`config.mk`:
```
export PLATFORM = sky130hd
export DESIGN_NAME = stip_blit_engine
export DESIGN_NICKNAME = d
export VERILOG_FILES = /design/src/rtl/sbe_pkg.sv /design/src/rtl/sbe_regif.sv /design/src/rtl/sbe_seq.sv /design/src/rtl/sbe_dirty.sv /design/src/rtl/stip_blit_engine.sv
export SDC_FILE = /design/constraint.sdc
export NUM_CORES = 1
export LEC_CHECK = 0
export BUFFER_PORTS_ARGS = -buffer_cell sky130_fd_sc_hd__buf_2
export CORE_MARGIN = 3
export CORE_UTILIZATION = 30
export CTS_CLUSTER_SIZE = 20
export DETAILED_ROUTE_END_ITERATION = 8
export HOLD_SLACK_MARGIN = 0.02
export PLACE_DENSITY = 0.5
export SETUP_SLACK_MARGIN = 0.05
export SLEW_MARGIN = 20
export SYNTH_ARGS = -nofsm -noshare
export SYNTH_HDL_FRONTEND = slang
export SYNTH_HIERARCHICAL = 1
export SYNTH_SLANG_ARGS = --single-unit
```
`constraint.sdc`:
```
create_clock -name clk -period 5.2 [get_ports clk]
set_clock_uncertainty 0.15 [all_clocks]
set_input_delay 0.78 -clock clk [delete_from_list [all_inputs] [get_ports clk]]
set_output_delay 0.78 -clock clk [all_outputs]
set_load 0.005 [all_outputs]
```
`src/rtl/sbe_pkg.sv`:
```
// Shared constants and types for the stipple/blit engine.
// Assumes an 8-bit pixel, a 20-bit pixel address space and a 32-pixel mask.
package sbe_pkg;
    localparam int PIX_W       = 8;
    localparam int PIX_AW      = 20;
    localparam int DATA_W      = 32;
    localparam int MASK_W      = 32;
    localparam int SRC_W       = 24;
    localparam int LEN_LSB     = 24;
    localparam int LEN_FIELD_W = $clog2(MASK_W);
    localparam int LEN_W       = LEN_FIELD_W + 1;
    localparam int SEL_BIT     = 2;
    localparam int DST_LSB     = 3;
    localparam int OFS_W       = PIX_AW + DST_LSB;

    typedef enum logic [1:0] {
        OP_STIP = 2'd0,
        OP_FILL = 2'd1,
        OP_COPY = 2'd2
    } sbe_op_e;

    typedef enum logic [2:0] {
        S_IDLE = 3'd0,
        S_STIP = 3'd1,
        S_FILL = 3'd2,
        S_CRD  = 3'd3,
        S_CWR  = 3'd4
    } sbe_state_e;

    typedef struct packed {
        sbe_op_e                op;
        logic [PIX_AW-1:0]      dst;
        logic [PIX_AW-1:0]      src;
        logic [LEN_W-1:0]       len;
        logic [MASK_W-1:0]      mask;
        logic [PIX_W-1:0]       colour;
    } sbe_cmd_t;
endpackage

```
`src/rtl/sbe_regif.sv`:
```
// Register-window decode: holds the pending colour, builds a command from a
// start write and stalls start writes while the sequencer is busy.
// Assumes single-cycle writes and that colour writes are always accepted.
module sbe_regif
    import sbe_pkg::*;
(
    input  logic              clk,
    input  logic              rst_n,
    input  logic              reg_wr,
    input  logic              reg_win,
    input  logic [OFS_W-1:0]  reg_addr,
    input  logic [DATA_W-1:0] reg_wdata,
    input  logic              busy,
    output logic              reg_ready,
    output logic              start,
    output sbe_cmd_t          cmd
);
    logic [PIX_W-1:0] colour_q;
    logic             is_start;
    logic [SRC_W-1:0] src_field;
    logic             fill_code;
    logic             unused_ofs;

    assign unused_ofs = ^reg_addr[SEL_BIT-1:0];
    assign is_start   = reg_wr & reg_addr[SEL_BIT];
    assign reg_ready  = ~(is_start & busy);
    assign start      = is_start & ~busy;

    // Pending colour register, updated by even-word writes.
    always_ff @(posedge clk) begin
        if (!rst_n) begin
            colour_q <= '0;
        end else if (reg_wr && !reg_addr[SEL_BIT]) begin
            colour_q <= reg_wdata[PIX_W-1:0];
        end
    end

    // Command fields decoded from the start write.
    always_comb begin
        src_field  = reg_wdata[SRC_W-1:0];
        fill_code  = &src_field;
        cmd.op     = !reg_win ? OP_STIP : (fill_code ? OP_FILL : OP_COPY);
        cmd.dst    = reg_addr[DST_LSB +: PIX_AW];
        cmd.src    = src_field[PIX_AW-1:0];
        cmd.len    = reg_win ? (LEN_W'(reg_wdata[LEN_LSB +: LEN_FIELD_W]) + LEN_W'(1))
                             : LEN_W'(MASK_W);
        cmd.mask   = reg_wdata[MASK_W-1:0];
        cmd.colour = colour_q;
    end
endmodule

```
`src/rtl/sbe_seq.sv`:
```
// Operation sequencer: steps through one pixel per cycle, issues the
// pixel-memory accesses and flags the final step.
// Assumes pm_rdata is valid the cycle after a read request.
module sbe_seq
    import sbe_pkg::*;
(
    input  logic              clk,
    input  logic              rst_n,
    input  logic              start,
    input  sbe_cmd_t          cmd,
    input  logic [PIX_W-1:0]  pm_rdata,
    output logic              pm_req,
    output logic              pm_we,
    output logic [PIX_AW-1:0] pm_addr,
    output logic [PIX_W-1:0]  pm_wdata,
    output logic              busy,
    output logic              done,
    output logic [PIX_AW-1:0] done_dst,
    output logic [LEN_W-1:0]  done_len
);
    sbe_state_e        state_q;
    sbe_cmd_t          cmd_q;
    logic [LEN_W-1:0]  idx_q;
    logic [PIX_AW-1:0] off;
    logic [PIX_AW-1:0] dst_addr;
    logic [PIX_AW-1:0] src_addr;
    logic              last_run;
    logic              step_end;

    // Maps an operation kind to its first sequencer state.
    function automatic sbe_state_e first_state(input sbe_op_e op);
        case (op)
            OP_STIP: first_state = S_STIP;
            OP_FILL: first_state = S_FILL;
            default: first_state = S_CRD;
        endcase
    endfunction

    // Access generation for the current step.
    always_comb begin
        off      = PIX_AW'(idx_q);
        dst_addr = cmd_q.dst + off;
        src_addr = cmd_q.src + off;
        last_run = (idx_q == (cmd_q.len - LEN_W'(1)));
        pm_req   = 1'b0;
        pm_we    = 1'b0;
        pm_addr  = dst_addr;
        pm_wdata = cmd_q.colour;
        step_end = 1'b0;
        case (state_q)
            S_STIP: begin
                pm_req   = cmd_q.mask[MASK_W-1];
                pm_we    = 1'b1;
                step_end = last_run;
            end
            S_FILL: begin
                pm_req   = 1'b1;
                pm_we    = 1'b1;
                step_end = last_run;
            end
            S_CRD: begin
                pm_req  = 1'b1;
                pm_addr = src_addr;
            end
            S_CWR: begin
                pm_req   = 1'b1;
                pm_we    = 1'b1;
                pm_wdata = pm_rdata;
                step_end = last_run;
            end
            default: begin
                pm_req = 1'b0;
            end
        endcase
    end

    // State, step index and captured command.
    always_ff @(posedge clk) begin
        if (!rst_n) begin
            state_q <= S_IDLE;
            idx_q   <= '0;
            cmd_q   <= '0;
        end else begin
            case (state_q)
                S_IDLE: begin
                    if (start) begin
                        cmd_q   <= cmd;
                        idx_q   <= '0;
                        state_q <= first_state(cmd.op);
                    end
                end
                S_STIP: begin
                    cmd_q.mask <= cmd_q.mask << 1;
                    if (step_end) state_q <= S_IDLE;
                    else          idx_q   <= idx_q + LEN_W'(1);
                end
                S_FILL: begin
                    if (step_end) state_q <= S_IDLE;
                    else          idx_q   <= idx_q + LEN_W'(1);
                end
                S_CRD: begin
                    state_q <= S_CWR;
                end
                S_CWR: begin
                    if (step_end) begin
                        state_q <= S_IDLE;
                    end else begin
                        idx_q   <= idx_q + LEN_W'(1);
                        state_q <= S_CRD;
                    end
                end
                default: state_q <= S_IDLE;
            endcase
        end
    end

    assign busy     = (state_q != S_IDLE);
    assign done     = step_end;
    assign done_dst = cmd_q.dst;
    assign done_len = cmd_q.len;
endmodule

```
`src/rtl/sbe_dirty.sv`:
```
// Dirty-range reporter: registers the span of an operation as it completes
// and presents it for exactly one cycle.
// Assumes done is a single-cycle pulse from the sequencer.
module sbe_dirty
    import sbe_pkg::*;
(
    input  logic              clk,
    input  logic              rst_n,
    input  logic              done,
    input  logic [PIX_AW-1:0] done_dst,
    input  logic [LEN_W-1:0]  done_len,
    output logic              dirty_valid,
    output logic [PIX_AW-1:0] dirty_addr,
    output logic [LEN_W-1:0]  dirty_len
);
    // Capture span on completion; the valid flag lasts one cycle.
    always_ff @(posedge clk) begin
        if (!rst_n) begin
            dirty_valid <= 1'b0;
            dirty_addr  <= '0;
            dirty_len   <= '0;
        end else begin
            dirty_valid <= done;
            if (done) begin
                dirty_addr <= done_dst;
                dirty_len  <= done_len;
            end
        end
    end
endmodule

```
`src/rtl/stip_blit_engine.sv`:
```
// Top of the stipple/blit drawing engine: register decode, sequencer and
// dirty reporter. Reads of the window return zero.
// Assumes a synchronous one-byte pixel memory with one-cycle read latency.
module stip_blit_engine
    import sbe_pkg::*;
(
    input  logic              clk,
    input  logic              rst_n,
    input  logic              reg_wr,
    input  logic              reg_win,
    input  logic [OFS_W-1:0]  reg_addr,
    input  logic [DATA_W-1:0] reg_wdata,
    output logic              reg_ready,
    output logic [DATA_W-1:0] reg_rdata,
    output logic              pm_req,
    output logic              pm_we,
    output logic [PIX_AW-1:0] pm_addr,
    output logic [PIX_W-1:0]  pm_wdata,
    input  logic [PIX_W-1:0]  pm_rdata,
    output logic              busy,
    output logic              dirty_valid,
    output logic [PIX_AW-1:0] dirty_addr,
    output logic [LEN_W-1:0]  dirty_len
);
    logic              start;
    sbe_cmd_t          cmd;
    logic              done;
    logic [PIX_AW-1:0] done_dst;
    logic [LEN_W-1:0]  done_len;

    assign reg_rdata = '0;

    sbe_regif u_regif (
        .clk       (clk),
        .rst_n     (rst_n),
        .reg_wr    (reg_wr),
        .reg_win   (reg_win),
        .reg_addr  (reg_addr),
        .reg_wdata (reg_wdata),
        .busy      (busy),
        .reg_ready (reg_ready),
        .start     (start),
        .cmd       (cmd)
    );

    sbe_seq u_seq (
        .clk      (clk),
        .rst_n    (rst_n),
        .start    (start),
        .cmd      (cmd),
        .pm_rdata (pm_rdata),
        .pm_req   (pm_req),
        .pm_we    (pm_we),
        .pm_addr  (pm_addr),
        .pm_wdata (pm_wdata),
        .busy     (busy),
        .done     (done),
        .done_dst (done_dst),
        .done_len (done_len)
    );

    sbe_dirty u_dirty (
        .clk         (clk),
        .rst_n       (rst_n),
        .done        (done),
        .done_dst    (done_dst),
        .done_len    (done_len),
        .dirty_valid (dirty_valid),
        .dirty_addr  (dirty_addr),
        .dirty_len   (dirty_len)
    );
endmodule

```
==> summary.txt, run 1 <==
Critical path
  • Top Family by Delay on Critical Path: simple AND/OR/NAND/NOR gates
  • Critical path's most frequent cell: buf_4
  • Max stage delay on crit path: 520 ps
  • Slowest CP cell: dfxtp_1
  • Crit path buf inv count: 3
  • WP data required: 4270 ps
  • CP Capture Type: output pin
  • Crit path max fanout: 29
  • Reg-to-reg slack, setup: 2180 ps
  • Critical path launch point type: register
  • Critical path type: register to output pin
  • Critical path, cell by cell: nand3b_4 -> buf_4 -> mux2_2 -> ha_1 -> o21ai_1 -> nor2_1 -> o41ai_2 -> buf_4 -> nor4_2 -> xnor2_1 -> mux2i_1 -> buf_2
  • Critical Path AT: 3740 ps

Synthesis
  • Async S/R FF share, synth: 0%
  • Number of synthesized flops with an enable pin: 0
  • Post-Syn Area: 0.00724 mm²
  • Unique cell type count in the Yosys netlist: 51
  • Mean Syn Cell Area: 8.26 µm²
  • Gate Count Post-Synth: 877
  • Yosys reg bits: 130
  • Yosys warnings: 6
  • Register area share after synthesis: 35.9%
  • Ys flop type: dfxtp_1

Floorplanning
  • Rows: 56
  • Core Box Area: 0.0236 mm²
  • Die Wd: 161 µm
  • IO Count: 158
  • Initial core utilization: 30.7%
  • Die area: 0.0260 mm²
  • Die H: 161 µm

Place
  • Gpl congestion: 0.755
  • Pre-CTS setup slack: 959 ps
  • IO Port Bufs: 123
  • Detailed Place HPWL: 12900 µm

Layout
  • Final Net Count: 957
  • Multi-input logic area: 0.00353 mm²
  • ANT cells: 0
  • Final Util: 33.3%
  • Commonest non-fill, non-tap cell in the layout: nand2_1
  • FF+latch area: 0.00260 mm²
  • Share of cells above drive strength 1: 20.4%
  • Fill cell count: 2530
  • Most frequent cells in the layout: nand2_1, dfxtp_1, buf_2, a21oi_1, mux2i_1
  • Synth-to-Final Area Change: 8.60%

Power and ir drop
  • Tot Pwr: 2660 µW
  • Register share of total power: 41.6%
  • Switching Share: 25.7%
  • PwrDens: 339 mW/mm²
  • Clock Power Share: 46.8%
  • Max VDD drop: 0.166 mV
  • NetSw: 685 µW
  • Static Leak: 0.00323 µW
  • Internal power: 1980 µW
  • Comb pwr share: 11.6%

CTS
  • Resized cells post-CTS: 0
  • Max Root-Sink Buffers: 2
  • Setup Fix Bufs, Post-CTS: 0
  • Root Driver: clkbuf_16
  • H-tree depth: 4
  • Worst-Skew Late Latency: 420 ps
  • Clock Sinks: 130
  • Num CTS Buffers: 17
  • Reg clk slew, reported paths: 60 ps
  • CTS tree: yes
  • CTS Hold Buffers Added: 0

STA
  • Final hold vios: 0
  • Tmin final: 4670 ps
  • Final worst-path cycle share: 89.8%
  • Final WS setup: 530 ps
  • Worst-Margin Slew: 857 ps
  • Fmax: 214 MHz
  • Final setup fails: 0
  • Setup total negative slack: 0 ps
  • Unrepaired setup endpoints after global routing: no
  • Rel. slew slack: 42.6%
  • Max-slew violation count: 0

Route
  • Via total after detailed routing: 5438
  • Avg WL per Cell: 15.3 µm
  • Remaining DRCs: 0
  • Pre-antenna DRT Iters: 4
  • Final wirelength: 18600 µm
  • Detail Route Antenna Nets: 0
  • Initial DRC count: 339
  • Vias per inst: 4.49

Hold path
  • Min-Delay Path Class: register to register

GRT
  • GR Overflow Total: 0
  • Initial antenna violation count: 1
  • Vias in the first global route: 5158
  • Gr usage total: 14.1%
  • First-pass GRT wire length: 28700 µm
  • Largest net degree at the start of global routing: 78

Job
  • Maxcap violations: 0

Outcome
  • Status: finished clean
[cell families (layout without fill, tap and decap cells)]
logic type | count (synthesis) | in the layout | synth area share [%]
and+or+nand+nor | 325 | 325 | 20.4
buffers and inverters | 185 | 169 | 17.2
DFF | 130 | 130 | 35.9
AOI/OAI and AO/OA | 125 | 125 | 11.0
muxes | 64 | 64 | 9.15
xor gates and xnor gates | 36 | 36 | 4.35
adders and majority gates | 11 | 11 | 1.97
other | 1 | 32 | 0.0518
[final cells by class]
class                   count  area share [%]
clock inverters             9            1.64
well taps                 319            5.07
multi-input cells         593            44.9
inverters                   6           0.286
flip-flops and latches    130            33.1
repair buffers            132            8.84
clock buffers              22            6.15
[synthesized netlist by cell type, types with 4 or more instances]
library cell / count / share of area, %
nand2_1: 188 / 9.7
clkbuf_1: 40 / 2.1
nand3_1: 11 / 0.76
nor2b_1: 35 / 3.0
ha_1: 9 / 1.6
xor2_1: 16 / 1.9
nor3b_1: 4 / 0.41
nor3_1: 5 / 0.35
nand4_1: 10 / 0.86
and2_1: 5 / 0.43
or3_1: 6 / 0.52
dfxtp_1: 130 / 36
a311oi_1: 31 / 3.7
o21ai_0: 10 / 0.69
nor2_1: 49 / 2.5
buf_4: 132 / 14
xnor2_1: 20 / 2.4
mux2_1: 8 / 1.2
a21oi_1: 66 / 4.6
mux2_2: 6 / 0.93
mux2i_1: 49 / 6.8
[metrics by stage]
step / instances / instance area, µm² / hold WS (ps)
detailed placement: 1180 / 7250 / 297
global route: 1211 / 7870 / 319
CTS: 1211 / 7870 / 305
finish: 1211 / 7870 / 302
floorplan: 908 / 7360 / 281
global placement: 1180 / 7250 / 292
[path summary, 6_finish.rpt]
check	cells past startpoint	startpoint	endpoint
setup / recovery	12	u_seq/state_q[2]	pm_addr[19]
hold / removal	2	u_seq/cmd_q[51]	u_seq/cmd_q[51]
setup reg to reg	8	u_seq/state_q[0]	u_seq/cmd_q[15]
hold reg to reg	2	u_seq/cmd_q[51]	u_seq/cmd_q[51]
[sequential cells by signal, summed over array words and instances (netlist names)]
signal,cells
u_dirty/dirty_addr,20
u_dirty/dirty_len,6
u_dirty/dirty_valid,1
u_regif/colour_q,8
u_seq/cmd_q,60
u_seq/done_dst,20
u_seq/done_len,6
u_seq/idx_q,6
u_seq/state_q,3
[routing by layer]
layer / up-vias / share of wire [%] / GRT usage [%]
met2: 111 / 45 / 21.7
met3: 14 / 4.5 / 3.54
li1: 2785 / - / -
met1: 2526 / 49 / 19.5
met5: - / 0.038 / 0
met4: 2 / 1.0 / 4.18
[worst reg2reg max path: cells and delay by family, from the launching register on]
kind	cells	cell delay, ps
simple gates	4	1120
buf+inv	3	970
flops	1	420
compound gates	1	280
[power groups by stage]
stage | logic [µW] | clock network [µW] | registers (µW)
2_1_floorplan | 279 | 0 | 1110
3_3_place_gp | 307 | 0 | 1130
3_5_place_dp | 310 | 0 | 1130
4_1_cts | 312 | 1280 | 1110
5_1_grt | 349 | 1330 | 1120
6_report | 309 | 1250 | 1110
Power figures use the tool's default switching activity.
==> run 2: changes to the inputs <==
Settings changed: PLACE_DENSITY 0.5 to unset, PLACE_DENSITY_LB_ADDON set to 0.05.
==> run 2 against run 1 <==
Effect of this change: non-clock buffer count unchanged; combinational power about the same; sequential share of layout area decreased by 0.21 points; fmax increased by 0.91%; final cell count about the same.
==> summary.txt, run 2 (same netlist as run 1, synthesis figures left out) <==
STA
  • Final hold vios: 0 (unchanged)
  • Fmax: 216 MHz (was 214 MHz)
  • Worst-Margin Slew: 1000 ps (was 857 ps)
  • Max-slew violation count: 0 (unchanged)
  • Final worst-path cycle share: 89.0% (was 89.8%)
  • Unrepaired setup endpoints after global routing: no (unchanged)
  • Rel. slew slack: 32.8% (was 42.6%)
  • Tmin final: 4630 ps (was 4670 ps)
  • Setup total negative slack: 0 ps (unchanged)
  • Final setup fails: 0 (unchanged)
  • Final hold slack: 302 ps (about the same)

Floorplanning
  • Die H: 161 µm (unchanged)
  • Die area: 0.0260 mm² (unchanged)
  • IO Count: 158 (unchanged)
  • Initial core utilization: 30.7% (unchanged)
  • Rows: 56 (unchanged)
  • Core Box Area: 0.0236 mm² (unchanged)
  • Die Wd: 161 µm (unchanged)

Layout
  • Fill cell count: 2517 (was 2530)
  • Reg with most FFs: u_seq/cmd_q (unchanged)
  • Multi-input logic area: 0.00353 mm² (unchanged)
  • Synth-to-Final Area Change: 9.29% (was 8.60%)
  • Most frequent cells in the layout: nand2_1, dfxtp_1, buf_2, a21oi_1, mux2i_1 (unchanged)
  • Final Non-Filler Cells: 1212 (was 1211)
  • Share of cells above drive strength 1: 20.5% (was 20.4%)
  • Final Net Count: 957 (unchanged)
  • FF+latch area: 0.00260 mm² (unchanged)
  • Max reg flops: 60 (unchanged)
  • ANT cells: 0 (unchanged)
  • Commonest non-fill, non-tap cell in the layout: nand2_1 (unchanged)

Critical path
  • Critical R2R Capture: u_seq/cmd_q[9] (was u_seq/cmd_q[15])
  • Crit path from: u_seq/state_q[2] (unchanged)
  • Worst r2r path cells: 7 (was 8)
  • CP Capture Type: output pin (unchanged)
  • R2R Path Start: u_seq/state_q[0] (unchanged)
  • Critical path launch point type: register (unchanged)
  • Critical path type: register to output pin (unchanged)
  • Slowest CP cell: a21oi_1 (was dfxtp_1)
  • Reg-to-reg slack, setup: 2280 ps (was 2180 ps)
  • Critical path, cell by cell: nand3b_4 -> buf_4 -> mux2_2 -> ha_1 -> a211oi_1 -> o21bai_1 -> a21oi_1 -> nor4_2 -> nand2_1 -> xor2_1 -> buf_2 (was nand3b_4 -> buf_4 -> mux2_2 -> ha_1 -> o21ai_1 -> nor2_1 -> o41ai_2 -> buf_4 -> nor4_2 -> xnor2_1 -> mux2i_1 -> buf_2)
  • WP data required: 4270 ps (about the same)
  • Crit path max fanout: 29 (unchanged)
  • Critical Path AT: 3700 ps (was 3740 ps)
  • Max stage delay on crit path: 510 ps (was 520 ps)

GRT
  • Initial antenna violation count: 0 (was 1)
  • First-pass GRT wire length: 29800 µm (was 28700 µm)
  • Vias in the first global route: 5259 (was 5158)
  • Gr usage total: 14.6% (was 14.1%)
  • Largest net degree at the start of global routing: 74 (was 78)
  • GR Overflow Total: 0 (unchanged)

Power and ir drop
  • Max VDD drop: 0.179 mV (was 0.166 mV)
  • Internal power: 2060 µW (was 1980 µW)
  • Static Leak: 0.00325 µW (was 0.00323 µW)
  • Switching Share: 25.5% (was 25.7%)
  • NetSw: 702 µW (was 685 µW)
  • PwrDens: 348 mW/mm² (was 339 mW/mm²)
  • Clock Power Share: 48.5% (was 46.8%)
  • Comb pwr share: 11.3% (was 11.6%)
  • Register share of total power: 40.2% (was 41.6%)

CTS
  • Resized cells post-CTS: 0 (unchanged)
  • H-tree depth: 4 (unchanged)
  • CTS Hold Buffers Added: 0 (unchanged)
  • Setup Fix Bufs, Post-CTS: 0 (unchanged)
  • Root Driver: clkbuf_16 (unchanged)
  • CTS tree: yes (unchanged)
  • Worst-Skew Late Latency: 420 ps (about the same)
  • Reg clk slew, reported paths: 60 ps (about the same)
  • Clock Sinks: 130 (unchanged)
  • Max Root-Sink Buffers: 2 (unchanged)
  • Num CTS Buffers: 17 (unchanged)

Route
  • Initial DRC count: 221 (was 339)
  • Final wirelength: 19000 µm (was 18600 µm)
  • Pre-antenna DRT Iters: 4 (unchanged)
  • Vias per inst: 4.53 (was 4.49)
  • Via total after detailed routing: 5495 (was 5438)
  • Detail Route Antenna Nets: 0 (unchanged)
  • Remaining DRCs: 0 (unchanged)
  • Avg WL per Cell: 15.7 µm (was 15.3 µm)

Place
  • Detailed Place HPWL: 13300 µm (was 12900 µm)
  • IO Port Bufs: 123 (unchanged)
  • Cell count after placement: 1180 (unchanged)
  • Gpl congestion: 0.802 (was 0.755)

Hold path
  • Hold Path Stages: 2 (unchanged)
  • Min-Delay Path Class: register to register (unchanged)
  • Hold path startpoint: u_seq/cmd_q[1] (was u_seq/cmd_q[51])
  • Hold path endpoint: u_seq/cmd_q[1] (was u_seq/cmd_q[51])

Outcome
  • Status: finished clean (unchanged)

Job
  • Maxcap violations: 0 (unchanged)
-- run 2: changes by cell type in the layout (fill, tap and decap cells not counted), sizes merged --
cell / change
bufinv: +2
clkbuf: -2
clkinv: +2
inv: -1
-- run 2: power by group through the flow --
stage	sequential (µW)	clock, µW	combinational (µW)
6_report	1110	1340	311
4_1_cts	1110	1380	315
2_1_floorplan	1110	0	279
3_5_place_dp	1130	0	314
3_3_place_gp	1130	0	310
5_1_grt	1120	1420	351
-- run 2: how the worst max path moves through the flow --
stage | end | slack, ps
6_report | pm_addr[18] | 570
2_1_floorplan | pm_addr[14] | 1020
3_3_place_gp | pm_addr[18] | 1000
4_1_cts | pm_addr[18] | 530
3_5_place_dp | pm_addr[18] | 990
5_1_grt | pm_addr[19] | 240
-- run 2: metrics by stage --
| stage | total power (µW) | util, % | cell area (µm²) | setup WS [ps] |
|---|---|---|---|---|
| 5_1_grt | 2890 | 33.5 | 7920 | 238 |
| 3_3_place_gp | 1440 | 30.7 | 7250 | 998 |
| 3_5_place_dp | 1450 | 30.7 | 7250 | 985 |
| 4_1_cts | 2810 | 33.5 | 7920 | 532 |
| 6_report | 2760 | 33.5 | 7920 | 572 |
| 2_1_floorplan | 1390 | - | 7360 | 1020 |
-- run 2: area by class of cell --
type	count	share of cell area, %
multi-input cells	593	44.6
flip-flops and latches	130	32.9
repair buffers	132	8.79
clock buffers	20	5.77
well taps	319	5.04
clock inverters	12	2.59
inverters	6	0.300
-- run 2: routing by layer --
layer  wire, µm  vias to the layer above  share of wire (%)  GRT usage, %
li1           -                     2801                  -             -
met1       9800                     2564                 52          21.1
met3        717                       12                3.8          3.03
met5          0                        -                  0             0
met4        212                        0                1.1          4.34
met2       8270                      118                 44          21.8
-- run 2: critical path: cells and delay by family (launching register included) --
family	cells	cell delay, ps
AO/OA/AOI/OAI	3	900
buffers and inverters	2	520
flip-flops	1	500
AND/OR/NAND/NOR	3	450
multiplexers	1	390
adder cells (fa/ha/maj)	1	350
XOR/XNOR	1	180
